[config.mk]
export PLATFORM = sky130hd
export DESIGN_NAME = l2_clkstop_seq
export DESIGN_NICKNAME = d
export VERILOG_FILES = /design/src/rtl/l2cs_pkg.sv /design/src/rtl/l2cs_poll_timer.sv /design/src/rtl/l2cs_pub_map.sv /design/src/rtl/l2_clkstop_seq.sv
export SDC_FILE = /design/constraint.sdc
export NUM_CORES = 1
export LEC_CHECK = 0
export CELL_PAD_IN_SITES_DETAIL_PLACEMENT = 0
export CELL_PAD_IN_SITES_GLOBAL_PLACEMENT = 1
export CORE_AREA = 2 2 89 91
export DETAILED_ROUTE_END_ITERATION = 10
export DIE_AREA = 0 0 91 93
export DONT_BUFFER_PORTS = 1
export GPL_ROUTABILITY_DRIVEN = 0
export PLACE_DENSITY_LB_ADDON = 0.12
export SYNTH_ARGS = -nofsm -noshare
export SYNTH_HDL_FRONTEND = slang
export SYNTH_HIERARCHICAL = 1
export SYNTH_SLANG_ARGS = --single-unit
[constraint.sdc]
create_clock -name clk -period 2.5 [get_ports clk]
set_input_delay 0.375 -clock clk [delete_from_list [all_inputs] [get_ports clk]]
set_output_delay 0.375 -clock clk [all_outputs]
set_load 0.01 [all_outputs]
[src/rtl/l2cs_pkg.sv]
package l2cs_pkg;
  localparam int MASK_W  = 16;
  localparam int EVEN_LO = 2;
  localparam int EVEN_HI = 10;

  typedef enum logic [1:0] {
    ERR_NONE      = 2'd0,
    ERR_STOP_TO   = 2'd1,
    ERR_STOP_FAIL = 2'd2,
    ERR_SYNC_TO   = 2'd3
  } l2cs_err_e;

  typedef enum logic [2:0] {
    S_IDLE, S_MASK, S_SCAN, S_STOP, S_POLL_STOP, S_CHECK, S_POLL_SYNC, S_PUBLISH
  } l2cs_state_e;

  // Mask bits owned by each half; the odd half sits one bit above the even half.
  function automatic logic [MASK_W-1:0] mask_for(input logic [1:0] sel);
    logic [MASK_W-1:0] m;
    m = '0;
    m[EVEN_LO]   = sel[0];
    m[EVEN_HI]   = sel[0];
    m[EVEN_LO+1] = sel[1];
    m[EVEN_HI+1] = sel[1];
    return m;
  endfunction
endpackage

[src/rtl/l2cs_poll_timer.sv]
module l2cs_poll_timer #(
  parameter int LIMIT = 50000
) (
  input  logic clk,
  input  logic rst_n,
  input  logic run_i,
  input  logic clr_i,
  output logic expired_o
);
  localparam int CW = (LIMIT > 1) ? $clog2(LIMIT) : 1;
  localparam logic [CW-1:0] LAST = CW'(LIMIT - 1);

  logic [CW-1:0] cnt;

  always_ff @(posedge clk or negedge rst_n) begin
    if (!rst_n)                       cnt <= '0;
    else if (clr_i)                   cnt <= '0;
    else if (run_i && cnt != LAST)    cnt <= cnt + 1'b1;
  end

  // last sample of the window
  assign expired_o = run_i && (cnt == LAST);

  // one poll sample per cycle while running
  assert_poll_step_R3: assert property (@(posedge clk) disable iff (!rst_n)
    (run_i && !clr_i && !expired_o) |=> (cnt == $past(cnt) + 1'b1));
endmodule

[src/rtl/l2cs_pub_map.sv]
module l2cs_pub_map #(
  parameter int N_CLUSTERS = 6,
  parameter int IDX_W      = 3,
  parameter int STAT_W     = 14
) (
  input  logic [1:0]        sel_i,
  input  logic [IDX_W-1:0]  idx_i,
  output logic [STAT_W-1:0] map_o
);
  assign map_o[0] = 1'b0;
  // cluster c owns bits 2c+1 (even half) and 2c+2 (odd half)
  for (genvar c = 0; c < N_CLUSTERS; c++) begin : g_cl
    assign map_o[2*c+1] = (idx_i == IDX_W'(c)) && sel_i[0];
    assign map_o[2*c+2] = (idx_i == IDX_W'(c)) && sel_i[1];
  end
  for (genvar b = 2*N_CLUSTERS+1; b < STAT_W; b++) begin : g_pad
    assign map_o[b] = 1'b0;
  end
endmodule

[src/rtl/l2_clkstop_seq.sv]
module l2_clkstop_seq
  import l2cs_pkg::*;
#(
  parameter int N_CLUSTERS = 6,
  parameter int POLL_LIMIT = 50000,
  parameter int IDX_W      = (N_CLUSTERS > 1) ? $clog2(N_CLUSTERS) : 1,
  parameter int STAT_W     = 2*N_CLUSTERS + 2
) (
  input  logic              clk,
  input  logic              rst_n,
  input  logic              start_i,
  input  logic [1:0]        half_sel_i,
  input  logic [IDX_W-1:0]  cluster_idx_i,
  input  logic              stop_flag_i,
  input  logic [1:0]        region_stopped_i,
  input  logic [1:0]        sync_done_i,
  output logic              busy_o,
  output logic              done_o,
  output logic              err_o,
  output logic [1:0]        err_code_o,
  output logic [15:0]       access_mask_o,
  output logic              scan_clr_o,
  output logic              stop_cmd_o,
  output logic [1:0]        stop_region_o,
  output logic [1:0]        sync_en_o,
  output logic [1:0]        fence_o,
  output logic [STAT_W-1:0] stopped_map_o
);
  l2cs_state_e      state;
  l2cs_err_e        err_code_q;
  logic [1:0]       sel_q;
  logic [IDX_W-1:0] idx_q;

  // named internal events
  logic in_stop_poll, in_sync_poll, stop_exp, sync_exp;
  logic region_bad, sync_dropped;
  logic [STAT_W-1:0] pub_bits;

  assign in_stop_poll = (state == S_POLL_STOP);
  assign in_sync_poll = (state == S_POLL_SYNC);
  assign region_bad   = |(sel_q & ~region_stopped_i);
  assign sync_dropped = ((sync_done_i & sel_q) == 2'b00);
  assign busy_o       = (state != S_IDLE);
  assign err_code_o   = err_code_q;

  l2cs_poll_timer #(.LIMIT(POLL_LIMIT)) u_stop_tmr (
    .clk(clk), .rst_n(rst_n), .run_i(in_stop_poll), .clr_i(!in_stop_poll),
    .expired_o(stop_exp));

  l2cs_poll_timer #(.LIMIT(POLL_LIMIT)) u_sync_tmr (
    .clk(clk), .rst_n(rst_n), .run_i(in_sync_poll), .clr_i(!in_sync_poll),
    .expired_o(sync_exp));

  l2cs_pub_map #(.N_CLUSTERS(N_CLUSTERS), .IDX_W(IDX_W), .STAT_W(STAT_W)) u_map (
    .sel_i(sel_q), .idx_i(idx_q), .map_o(pub_bits));

  always_ff @(posedge clk or negedge rst_n) begin
    if (!rst_n) begin
      state         <= S_IDLE;
      err_code_q    <= ERR_NONE;
      sel_q         <= '0;
      idx_q         <= '0;
      access_mask_o <= '0;
      scan_clr_o    <= 1'b0;
      stop_cmd_o    <= 1'b0;
      stop_region_o <= '0;
      sync_en_o     <= 2'b11;
      fence_o       <= '0;
      stopped_map_o <= '0;
      done_o        <= 1'b0;
      err_o         <= 1'b0;
    end else begin
      scan_clr_o <= 1'b0;
      stop_cmd_o <= 1'b0;
      done_o     <= 1'b0;
      err_o      <= 1'b0;
      case (state)
        S_IDLE: if (start_i) begin
          err_code_q <= ERR_NONE;
          if (half_sel_i == 2'b00) begin
            done_o <= 1'b1;
          end else begin
            sel_q <= half_sel_i;
            idx_q <= cluster_idx_i;
            state <= S_MASK;
          end
        end
        S_MASK: begin
          access_mask_o <= access_mask_o | mask_for(sel_q);
          state         <= S_SCAN;
        end
        S_SCAN: begin
          scan_clr_o <= 1'b1;
          state      <= S_STOP;
        end
        S_STOP: begin
          stop_cmd_o    <= 1'b1;
          stop_region_o <= sel_q;
          state         <= S_POLL_STOP;
        end
        S_POLL_STOP: begin
          if (stop_flag_i) state <= S_CHECK;
          else if (stop_exp) begin
            err_code_q <= ERR_STOP_TO;
            err_o      <= 1'b1;
            done_o     <= 1'b1;
            state      <= S_IDLE;
          end
        end
        S_CHECK: begin
          if (region_bad) begin
            err_code_q <= ERR_STOP_FAIL;
            err_o      <= 1'b1;
            done_o     <= 1'b1;
            state      <= S_IDLE;
          end else begin
            sync_en_o <= sync_en_o & ~sel_q;
            state     <= S_POLL_SYNC;
          end
        end
        S_POLL_SYNC: begin
          if (sync_dropped) begin
            fence_o <= fence_o | sel_q;
            state   <= S_PUBLISH;
          end else if (sync_exp) begin
            err_code_q <= ERR_SYNC_TO;
            err_o      <= 1'b1;
            done_o     <= 1'b1;
            state      <= S_IDLE;
          end
        end
        S_PUBLISH: begin
          stopped_map_o <= stopped_map_o | pub_bits;
          done_o        <= 1'b1;
          state         <= S_IDLE;
        end
        default: state <= S_IDLE;
      endcase
    end
  end

  // ---------------- assertions ----------------
  assert_stop_after_scan_R2: assert property (@(posedge clk) disable iff (!rst_n)
    stop_cmd_o |-> $past(scan_clr_o));

  assert_mask_before_stop_R2: assert property (@(posedge clk) disable iff (!rst_n)
    stop_cmd_o |-> ((access_mask_o & mask_for(stop_region_o)) == mask_for(stop_region_o)));

  assert_stop_to_from_poll_R3: assert property (@(posedge clk) disable iff (!rst_n)
    (err_o && err_code_o == ERR_STOP_TO) |-> $past(in_stop_poll && !stop_flag_i));

  assert_sync_drop_after_check_R5: assert property (@(posedge clk) disable iff (!rst_n)
    (sync_en_o != $past(sync_en_o)) |-> $past(state == S_CHECK && !region_bad));

  assert_fence_after_sync_R6: assert property (@(posedge clk) disable iff (!rst_n)
    (fence_o != $past(fence_o)) |-> $past((sync_done_i & sel_q) == 2'b00));

  assert_done_pulse_R8: assert property (@(posedge clk) disable iff (!rst_n)
    done_o |=> !done_o);

  assert_err_with_done_R8: assert property (@(posedge clk) disable iff (!rst_n)
    err_o |-> done_o);

  assert_empty_sel_R9: assert property (@(posedge clk) disable iff (!rst_n)
    (state == S_IDLE && start_i && half_sel_i == 2'b00) |=> (done_o && !err_o));

  assert_stable_in_poll_R10: assert property (@(posedge clk) disable iff (!rst_n)
    (in_stop_poll && $past(in_stop_poll)) |->
      ($stable(access_mask_o) && $stable(sync_en_o) && $stable(fence_o) && $stable(stopped_map_o)));
endmodule

* Word level (Yosys, flattened, before mapping)
Cells that the tools add are included.
Storage, ports and cells: bits in registers 82, output and inout port bits 43
Cells by class: add/subtract/negate cells 2, equality and inequality tests 27, mux-type cells 30, bitwise operators 10, reductions and logical operators 28
Operators with widths (number):
- $mux W16 | 4
- $add A16 B1 Y16 const B | 2
- $eq A16 B16 Y1 const B | 2
- $ne A16 B16 Y1 const B | 2
- $pmux W3 S8 | 1
- $mux W3 | 7
- $eq A3 B3 Y1 const B | 6
- $ne A2 B2 Y1 const B | 9
- $logic_and A1 B1 Y1 | 16
- $or A16 B12 Y16 | 1
- $or A14 B13 Y14 | 1
- $eq A3 B2 Y1 const B | 4
- $mux W2 | 6
- $mux W1 | 9
- $pmux W2 S4 | 1
- $reduce_and A7 Y1 | 1
- $and A2 B2 Y2 | 3
- $eq A3 B1 Y1 const B | 2
- $logic_not A3 Y1 | 2
- $ne A3 B3 Y1 const B | 2
- $pmux W1 S5 | 1
- $logic_not A2 Y1 | 2
- $not A2 Y2 | 2
- $reduce_and A2 Y1 | 2
- other kinds (8) | 9

* Longest topological paths before layout
Gate-level depths: netlist of run 1.
word-level depth 5, gate-level depth with buffers 12, mapped depth without buffers 10

* Cells and area by module
The synthesis of run 1 kept the hierarchy.
By module, submodules not included:
- l2_clkstop_seq | times used 1, cells each 134, area an instance 1646.6 um^2, seq. area each 953.4 um^2
- l2cs_poll_timer (u_sync_tmr) | times used 1, cells each 100, area an instance 947.2 um^2, seq. area each 400.4 um^2
- l2cs_poll_timer (u_stop_tmr) | times used 1, cells each 94, area an instance 874.6 um^2, seq. area each 400.4 um^2
- l2cs_pub_map | times used 1, cells each 18, area an instance 178.9 um^2, seq. area each 0.0 um^2

* Least setup slack after synthesis of run 1
Ideal clock, no wire load.
path kind reg2reg, start register state[0], end register err_code_q[0] (netlist: err_code_o[0]), library setup time 0.125 ns, arrival 2.102 ns, data required time 2.375 ns, path slack 0.273 ns, cell stages (with the launch flop) 13, clock period less this slack 2.227 ns, path through dfrtp_1 buf_6 nor2_1 nand2_1 inv_1 buf_2 inv_1 nor2_1 and4_1 or2_0 a311oi_1 a2111o_1 mux2_4
On the way: longest elaborated chain between the ends 4, elaborated cells between the ends (all ways) 15, those cells by class eq/ne: 9; mux: 1; reduce/logical: 5
RTL lines:
- start: declaration | RTL line l2_clkstop_seq.sv:29 | l2cs_state_e state;
- start signal: assignment | RTL line l2_clkstop_seq.sv:59 | state <= S_IDLE;
- start signal: assignment | RTL line l2_clkstop_seq.sv:85 | state <= S_MASK;
- start signal: assignment | RTL line l2_clkstop_seq.sv:90 | state <= S_SCAN;
- $eq A3 B3 Y1 | RTL line l2_clkstop_seq.sv:39 | assign in_stop_poll = (state == S_POLL_STOP);
- net in_stop_poll | RTL line l2_clkstop_seq.sv:35 | logic in_stop_poll, in_sync_poll, stop_exp, sync_exp;
- $logic_and A1 B1 Y1 | RTL line l2cs_poll_timer.sv:22 | assign expired_o = run_i && (cnt == LAST);
- net stop_exp | RTL line l2_clkstop_seq.sv:35
- $ne A2 B2 Y1 (no line)
- $reduce_and A7 Y1 (no line)
- end signal: assignment | RTL line l2_clkstop_seq.sv:60 | err_code_q <= ERR_NONE;
- end signal: assignment | RTL line l2_clkstop_seq.sv:79 | err_code_q <= ERR_NONE;
- end signal: assignment | RTL line l2_clkstop_seq.sv:104 | err_code_q <= ERR_STOP_TO;
- end: declaration | RTL line l2_clkstop_seq.sv:30 | l2cs_err_e err_code_q;
The timed path passes the listed nets, and every way through them passes these cells. A chain may end at the register's enable or synchronous reset.

* Worst setup path in the final report of run 1
start register u_sync_tmr.cnt[12], end register err_code_q[0] (netlist: err_code_o[0])
On the way: longest elaborated chain between the ends 4
RTL lines:
- start: declaration | RTL line l2cs_poll_timer.sv:13 | logic [CW-1:0] cnt;
- start signal: assignment | RTL line l2cs_poll_timer.sv:18 | else if (run_i && cnt != LAST) cnt <= cnt + 1'b1;
- $eq A16 B16 Y1 | RTL line l2cs_poll_timer.sv:22
- $logic_and A1 B1 Y1 | RTL line l2cs_poll_timer.sv:22
- net sync_exp | RTL line l2_clkstop_seq.sv:35
- $ne A2 B2 Y1 (no line)
- $reduce_and A7 Y1 (no line)
The timed path passes the listed nets, and every way through them passes these cells.

==> metrics.md, run 1 <==
| Metric | Value |
|---|---|
| Top sig layer | `met4` |
| Vias | `approximately 2500` |
| PnR Total Power | `between 3 and 4 mW` |
| Slew Viols, Final | `0` |
| Ys async rst share | `100%` |
| Worst-Margin Slew | `0.510 ns` |
| Die Span X | `approximately 91 µm` |
| Max cap viols | `0` |
| Io pins | `56` |
| Post-synth top area share | `46.7%` |
| CP Launch Type | `register` |
| Net count, final | `around 370` |
| Post-synth EDFFs | `0` |
| Cell count after synthesis | `346` |
| P_sw | `1.28 mW` |
| Pin count of the biggest net entering global routing | `71` |
| N_diodes | `0` |
| Number of global-route vias before repair | `approximately 2500` |
| Clock Sink Count | `70` |
| Internal power | `2.32 mW` |
| Share of layout cells above drive strength 1 | `approximately 19%` |
| Synth area leaders | `dfrtp_1 (47%), a21o_1 (3.9%), nor2_1 (3.2%), buf_4 (3.1%), and4bb_2 (2.4%)` |
| Overall die height | `slightly above 90 µm` |
| DRC errors left | `0` |
| Drt wl/cell | `between 15 and 20 µm` |
| Initial Utilization | `about half` |
| Peak supply drop | `0.575 mV` |
| YS warnings | `6` |
| Met1 WL | `between 3000 and 4000 µm` |
| Netlist cell types | `70` |
| Worst EP required | `between 2 and 3 ns` |
| Hold Fails Final Rpt | `0` |
| Final WL | `~7300 µm` |
| Highest Clock Rate | `approximately 420 MHz` |
| Static Leak | `1.76 nW` |
| Period utilization | `a little over nine tenths` |
| Count of final setup violators | `0` |
| Area growth, synth to finish | `9.26%` |
| Global-route wire length before repair | `about 12000 µm` |
| Met3 WL | `353 µm` |
| Tot GR Track Use | `18.5%` |
| Post-DP HPWL | `between 4000 and 5000 µm` |
| DR pass1 iterations | `4` |
| Clock power share | `a little over a quarter` |
| Logic pwr share | `between 20% and 30%` |
| Setup slack, reg-to-reg | `about 0.14 ns` |
| H-tree depth | `3` |
| Final ANT Viol Nets | `0` |
| RSZ-0062 raised after global routing | `no` |
| Std cell rows | `32` |
| Cts bufs inserted | `9` |
| Synth Flop Type | `dfrtp_1` |
| 1st-iter DRT viols | `69` |
| Sw frac | `35.5%` |
| Most common cell in the netlist | `dfrtp_1` |
| Synth top cells by count | `dfrtp_1 (68), nor2_1 (31), a21o_1 (19), nand2_1 (18), buf_4 (15)` |
| Critical path class | `reg -> reg` |
| Crit path capture type | `register` |
| CTS tree | `yes` |
| Critical Path Fanout Max | `4` |
| Die ar. | `roughly 0.0085 mm²` |
| Crit path DAT | `~2.6 ns` |
| Yosys top cell by area | `dfrtp_1` |
| Met2 WL | `between 3000 and 4000 µm` |
| CTS Root Buffer Type | `clkbuf_8` |
| Skew-Pair Late Insertion Delay | `0.36 ns` |
| Setup tns final | `0 ns` |
| HP Class | `in -> reg` |
| Outcome | `complete, no violations` |
| Syn Area/Cell | `between 10 and 15 µm²` |
| IO buf count | `0` |
| Pwr per Cell Area | `902 mW/mm²` |
| Clock-pin transition on the worst setup and hold timing paths | `0.08 ns` |
| Layout Skew | `approximately 0.0096 ns` |
| Initial antenna violation count | `0` |
| Post-Syn Area | `between 0.003 and 0.004 mm²` |
| Post-synthesis sequential element count | `70` |
| Seq/Total Area, Yosys | `a little under 50%` |
| GRT Residual Overflow | `0` |
| Slew HR | `about two thirds` |
| Clock Tree Buf Depth | `2` |
| Tmin final | `2.36 ns` |
| Register share of total power | `approximately 47%` |
| Core box area | `between 0.007 and 0.008 mm²` |
| Vias/cell | `about 5.4` |
==> per-stage QoR <==
step	instances	hold slack (ns)	area, µm²	util [%]	setup WS (ns)
floorplan	358	0.0794	3690	-	0.273
global placement	442	0.0822	3710	49.3	0.231
detailed placement	442	0.0827	3710	49.3	0.122
CTS	460	0.128	3960	52.6	0.101
global route	463	0.127	3990	52.9	0.00171
finish	463	0.145	3990	52.9	0.142
==> registers in the layout, summed over array words and instances, names as in the netlist <==
signal and count:
sel_q 2, u_stop_tmr/cnt 16, err_code_o 2, access_mask_o 4, state 3, err_o 1, fence_o 2, idx_q 3
done_o 1, scan_clr_o 1, stop_cmd_o 1, sync_en_o 2, u_sync_tmr/cnt 16, stop_region_o 2, stopped_map_o 14
==> cell families after synthesis <==
logic type / Yosys count / share of synthesized area, %
buffers and inverters: 42 / 6.66
AND/OR/NAND/NOR: 146 / 26.2
XOR/XNOR: 12 / 2.88
AO/OA/AOI/OAI: 59 / 11.1
other: 2 / 0.206
multiplexers: 13 / 4.15
flip-flops: 70 / 48.1
adder cells (fa/ha/maj): 2 / 0.686
==> critical path: stages, from the launching register on <==
cell and delay [ns]:
dfrtp_1 0.41, and4bb_2 0.32, nand3_1 0.09, nor4_2 0.32, and2_1 0.20, and4b_1 0.22
a311oi_1 0.06, a2111o_1 0.33, mux2_4 0.30
==> layout by cell type, fill, tap and decap left out, types with 3 or more instances in the layout <==
cell type,n
nand4_1,5
xor2_1,3
mux2_2,5
nand2b_1,5
and4b_1,5
a21oi_1,12
xnor2_1,9
nor4_1,6
o21ai_0,10
nor3_1,7
nor3b_1,3
a21o_1,19
or3_1,8
inv_1,10
clkbuf_8,10
nand2_1,18
a22o_1,3
clkinv_4,3
buf_4,14
nand3_1,11
and4bb_2,7
nor2_1,31
dfrtp_1,68
or2_2,4
mux2_1,4
nor4b_1,4
nor2b_1,5
conb_1,14
==> metal layers <==
layer  vias to the layer above  global-route usage (%)
met5                         -                       0
met4                         0                    7.58
met3                        10                    6.29
met2                        33                    28.1
met1                      1234                    24.4
li1                       1229                       -
==> path summary, 6_finish.rpt <==
check	cells after the start	startpoint	to
max in group asynchronous	2	rst_n	sync_en_o[1]$_DFFE_PN1P_
min in group asynchronous	2	rst_n	stopped_map_o[11]$_DFFE_PN0P_
min reg2reg	1	sync_en_o[1]$_DFFE_PN1P_	sync_en_o[1]$_DFFE_PN1P_
min	1	cluster_idx_i[0]	idx_q[0]$_DFFE_PN0P_
max reg2reg	8	u_sync_tmr/cnt[12]$_DFFE_PN0P_	err_code_o[0]$_DFFE_PN0P_
max	8	u_sync_tmr/cnt[12]$_DFFE_PN0P_	err_code_o[0]$_DFFE_PN0P_
==> repair_timing <==
action                                 CTS  global route
hold buffers                             2             0
resized for setup                        0             1
buffers inserted                         0             3
endpoints found under the hold margin   70             0
setup endpoints to repair                0             1
==> power groups by stage <==
stage	registers, mW	clock network (mW)	logic, mW
after CTS	1.71	0.984	0.955
final	1.70	0.950	0.944
after floorplan	1.64	0	0.791
after global routing	1.75	1.02	1.05
after detailed placement	1.73	0	0.923
after global placement	1.72	0	0.909
==> final cells by class <==
class,count,area (µm²)
sequential,70,1750
tap,102,128
clock buffer,10,138
timing repair buffer,16,143
multi-input combinational,246,1700
fill,751,3540
inverter,13,50.0
clock inverter,6,71.3
No activity file was read; power rests on OpenSTA's default activity.
==> inputs of run 2 (changes only) <==
--- a/config.mk
+++ b/config.mk
@@ -5,12 +5,12 @@
 export SDC_FILE = /design/constraint.sdc
 export NUM_CORES = 1
 export LEC_CHECK = 0
+export BUFFER_PORTS_ARGS = -buffer_cell sky130_fd_sc_hd__buf_2
 export CELL_PAD_IN_SITES_DETAIL_PLACEMENT = 0
 export CELL_PAD_IN_SITES_GLOBAL_PLACEMENT = 1
-export CORE_AREA = 2 2 89 91
+export CORE_AREA = 2 2 95 97
 export DETAILED_ROUTE_END_ITERATION = 10
-export DIE_AREA = 0 0 91 93
-export DONT_BUFFER_PORTS = 1
+export DIE_AREA = 0 0 97 99
 export GPL_ROUTABILITY_DRIVEN = 0
 export PLACE_DENSITY_LB_ADDON = 0.12
 export SYNTH_ARGS = -nofsm -noshare
==> run 2 against run 1 <==
Global-route usage is 2.2 points lower. Register-to-register slack better by 0.08 ns. Sequential power is 6% lower. Combinational power is 26% higher. Setup slack better by 0.077 ns. Count of clock-buffer cells in the layout is 1 lower. Clock skew is 0.0028 ns higher. Sequential share of layout area is 2.0 points lower.
==> metrics.md, run 2 (synthesized netlist as in run 1, its figures left out) <==
| Metric | Value |
|---|---|
| Drt wl/cell | `14.7 µm (-7.0%)` |
| HP Class | `in -> async` |
| Std cell rows | `34 (+6.3%)` |
| Critical path class | `reg -> reg` |
| Setup tns final | `0 ns (unchanged)` |
| Global-route wire length before repair | `12600 µm (+1.6%)` |
| P_sw | `1.33 mW (+4.4%)` |
| Peak supply drop | `0.532 mV (-7.5%)` |
| Regs by FF count | `u_stop_tmr/cnt x16, u_sync_tmr/cnt x16, stopped_map_o x14` |
| Clock-pin transition on the worst setup and hold timing paths | `0.09 ns (about the same)` |
| Die Span X | `97 µm (+6.6%)` |
| Clock Sink Count | `70 (unchanged)` |
| Pin count of the biggest net entering global routing | `43 (-39%)` |
| Io pins | `56 (unchanged)` |
| Area growth, synth to finish | `14.6%` |
| Overall die height | `99 µm (+6.5%)` |
| Tmin final | `2.28 ns (-0.0770 ns)` |
| CTS tree | `yes` |
| Setup slack, reg-to-reg | `0.22 ns (+0.08 ns)` |
| Reg-to-Reg End | `err_code_o[0]$_DFFE_PN0P_` |
| Slew Viols, Final | `0 (unchanged)` |
| Logic pwr share | `31.0% (+4.8 points)` |
| IO buf count | `43 (+43)` |
| H-tree depth | `3 (unchanged)` |
| Static Leak | `1.93 nW (+9.8%)` |
| Cts hold-fix bufs | `0 (-2)` |
| GRT Residual Overflow | `0 (unchanged)` |
| Vias | `2634 (+5.1%)` |
| Number of global-route vias before repair | `2556 (+0.95%)` |
| Crit path DAT | `2.53 ns (-0.07 ns)` |
| Layout Skew | `0.0124 ns (+0.00285 ns)` |
| Final WL | `7460 µm (+1.9%)` |
| CP Cell Sequence | `and4bb_2 -> nand3_1 -> nor4_2 -> and2_1 -> and4b_1 -> a311oi_1 -> a2111o_1 -> mux2_4` |
| Hold Fails Final Rpt | `0 (unchanged)` |
| Clock power share | `27.5% (+1.1 points)` |
| Count of final setup violators | `0 (unchanged)` |
| Core box area | `0.00855 mm² (+14%)` |
| Max stage delay on crit path | `0.41 ns (about the same)` |
| Sw frac | `34.6% (-0.91 points)` |
| Highest Clock Rate | `438 MHz (+3.4%)` |
| Crit path capture type | `register` |
| Worst EP required | `2.75 ns (about the same)` |
| Final ANT Viol Nets | `0 (unchanged)` |
| Outcome | `complete, no violations` |
| Cts bufs inserted | `9 (unchanged)` |
| Net count, final | `409 (+10%)` |
| Skew-Pair Late Insertion Delay | `0.35 ns (about the same)` |
| RSZ-0062 raised after global routing | `no` |
| Reg-to-Reg Start | `u_sync_tmr/cnt[12]$_DFFE_PN0P_` |
| Clock Tree Buf Depth | `2 (unchanged)` |
| Pwr per Cell Area | `922 mW/mm² (+2.2%)` |
| N_diodes | `0 (unchanged)` |
| Internal power | `2.52 mW (+8.7%)` |
| Slowest CP cell | `dfrtp_1` |
| Initial Utilization | `42.7% (-5.8 points)` |
| Most common cell after layout, fill and taps aside | `dfrtp_1` |
| Die ar. | `0.00960 mm² (+13%)` |
| Max cap viols | `0 (unchanged)` |
| CTS Root Buffer Type | `clkbuf_8` |
| Critical Path Fanout Max | `4 (unchanged)` |
| DR pass1 iterations | `4 (unchanged)` |
| Register share of total power | `41.5% (-5.8 points)` |
| Most frequent cells in the layout | `dfrtp_1 (68), buf_2 (43), nor2_1 (31)` |
| Worst-Margin Slew | `0.692 ns (+0.182 ns)` |
| DRC errors left | `0 (unchanged)` |
| 1st-iter DRT viols | `68 (-1.4%)` |
| Vias/cell | `5.20 (-4.0%)` |
| Period utilization | `91.2% (-3.1 points)` |
| Share of layout cells above drive strength 1 | `27.3% (+7.9 points)` |
| Tot GR Track Use | `16.4% (-2.2 points)` |
| Post-DP HPWL | `5170 µm (+7.7%)` |
| CP Launch Type | `register` |
| Initial antenna violation count | `0 (unchanged)` |
| Slew HR | `53.9% (-12 points)` |
| Reg2Reg Depth | `8 (unchanged)` |
| Final design utilization | `48.9% (-4.1 points)` |
[run 2: how the worst max path moves through the flow]
stage	start	to	slack, ns
6_report	u_sync_tmr/cnt[12]$_DFFE_PN0P_	err_code_o[0]$_DFFE_PN0P_	0.22
5_1_grt	u_sync_tmr/cnt[13]$_DFFE_PN0P_	err_code_o[0]$_DFFE_PN0P_	0.04
4_1_cts	u_sync_tmr/cnt[0]$_DFFE_PN0P_	err_code_o[0]$_DFFE_PN0P_	0.13
3_5_place_dp	u_sync_tmr/cnt[0]$_DFFE_PN0P_	err_code_o[0]$_DFFE_PN0P_	0.15
3_3_place_gp	u_sync_tmr/cnt[0]$_DFFE_PN0P_	err_code_o[0]$_DFFE_PN0P_	0.23
2_1_floorplan	state[0]$_DFFE_PN0P_	err_code_o[0]$_DFFE_PN0P_	0.27
[run 2: worst max-delay path, delay by kind of cell (launching register included)]
kind / cells / cell delay, ns
flops: 1 / 0.41
mux: 1 / 0.30
simple gates: 5 / 1.09
compound gates: 2 / 0.38
[run 2: area by class of cell]
cell class / instances / area (µm²)
clock buffers: 9 / 124
clock inverters: 7 / 104
fillers: 826 / 4370
inverters: 13 / 50.0
multi-input cells: 246 / 1700
flip-flops and latches: 70 / 1750
well taps: 108 / 135
repair buffers: 54 / 310
[run 2: layer usage]
layer	global-route usage [%]	share of wire, %	vias up	wire length, µm
li1	-	-	1314	-
met1	23.4	51	1272	3820
met2	24.6	45	38	3340
met3	2.98	2.6	10	194
met4	6.83	1.3	0	99
met5	0	0	-	0
[run 2: power by group through the flow]
stage | Clock, mW | Sequential [mW] | Combinational (mW)
after floorplan | 0 | 1.64 | 0.791
after global placement | 0 | 1.61 | 1.20
after detailed placement | 0 | 1.62 | 1.21
after CTS | 1.08 | 1.60 | 1.21
after global routing | 1.13 | 1.65 | 1.32
final | 1.06 | 1.60 | 1.19
[run 2: timing repair]
item                       CTS  global route
resized for setup            0             1
buffers inserted             0             0
setup endpoints to repair    0             1
hold endpoints to repair     0             0
[run 2: metrics by stage]
stage          cells  total power [mW]  hold WS (ns)  setup slack (ns)  cell area, µm²
5_1_grt          507              4.10         0.109            0.0388            4180
4_1_cts          507              3.90        0.0793             0.134            4170
2_1_floorplan    358              2.43        0.0794             0.273            3690
3_3_place_gp     491              2.82         0.432             0.231            3950
6_report         507              3.85        0.0607             0.219            4180
3_5_place_dp     491              2.84         0.439             0.154            3950
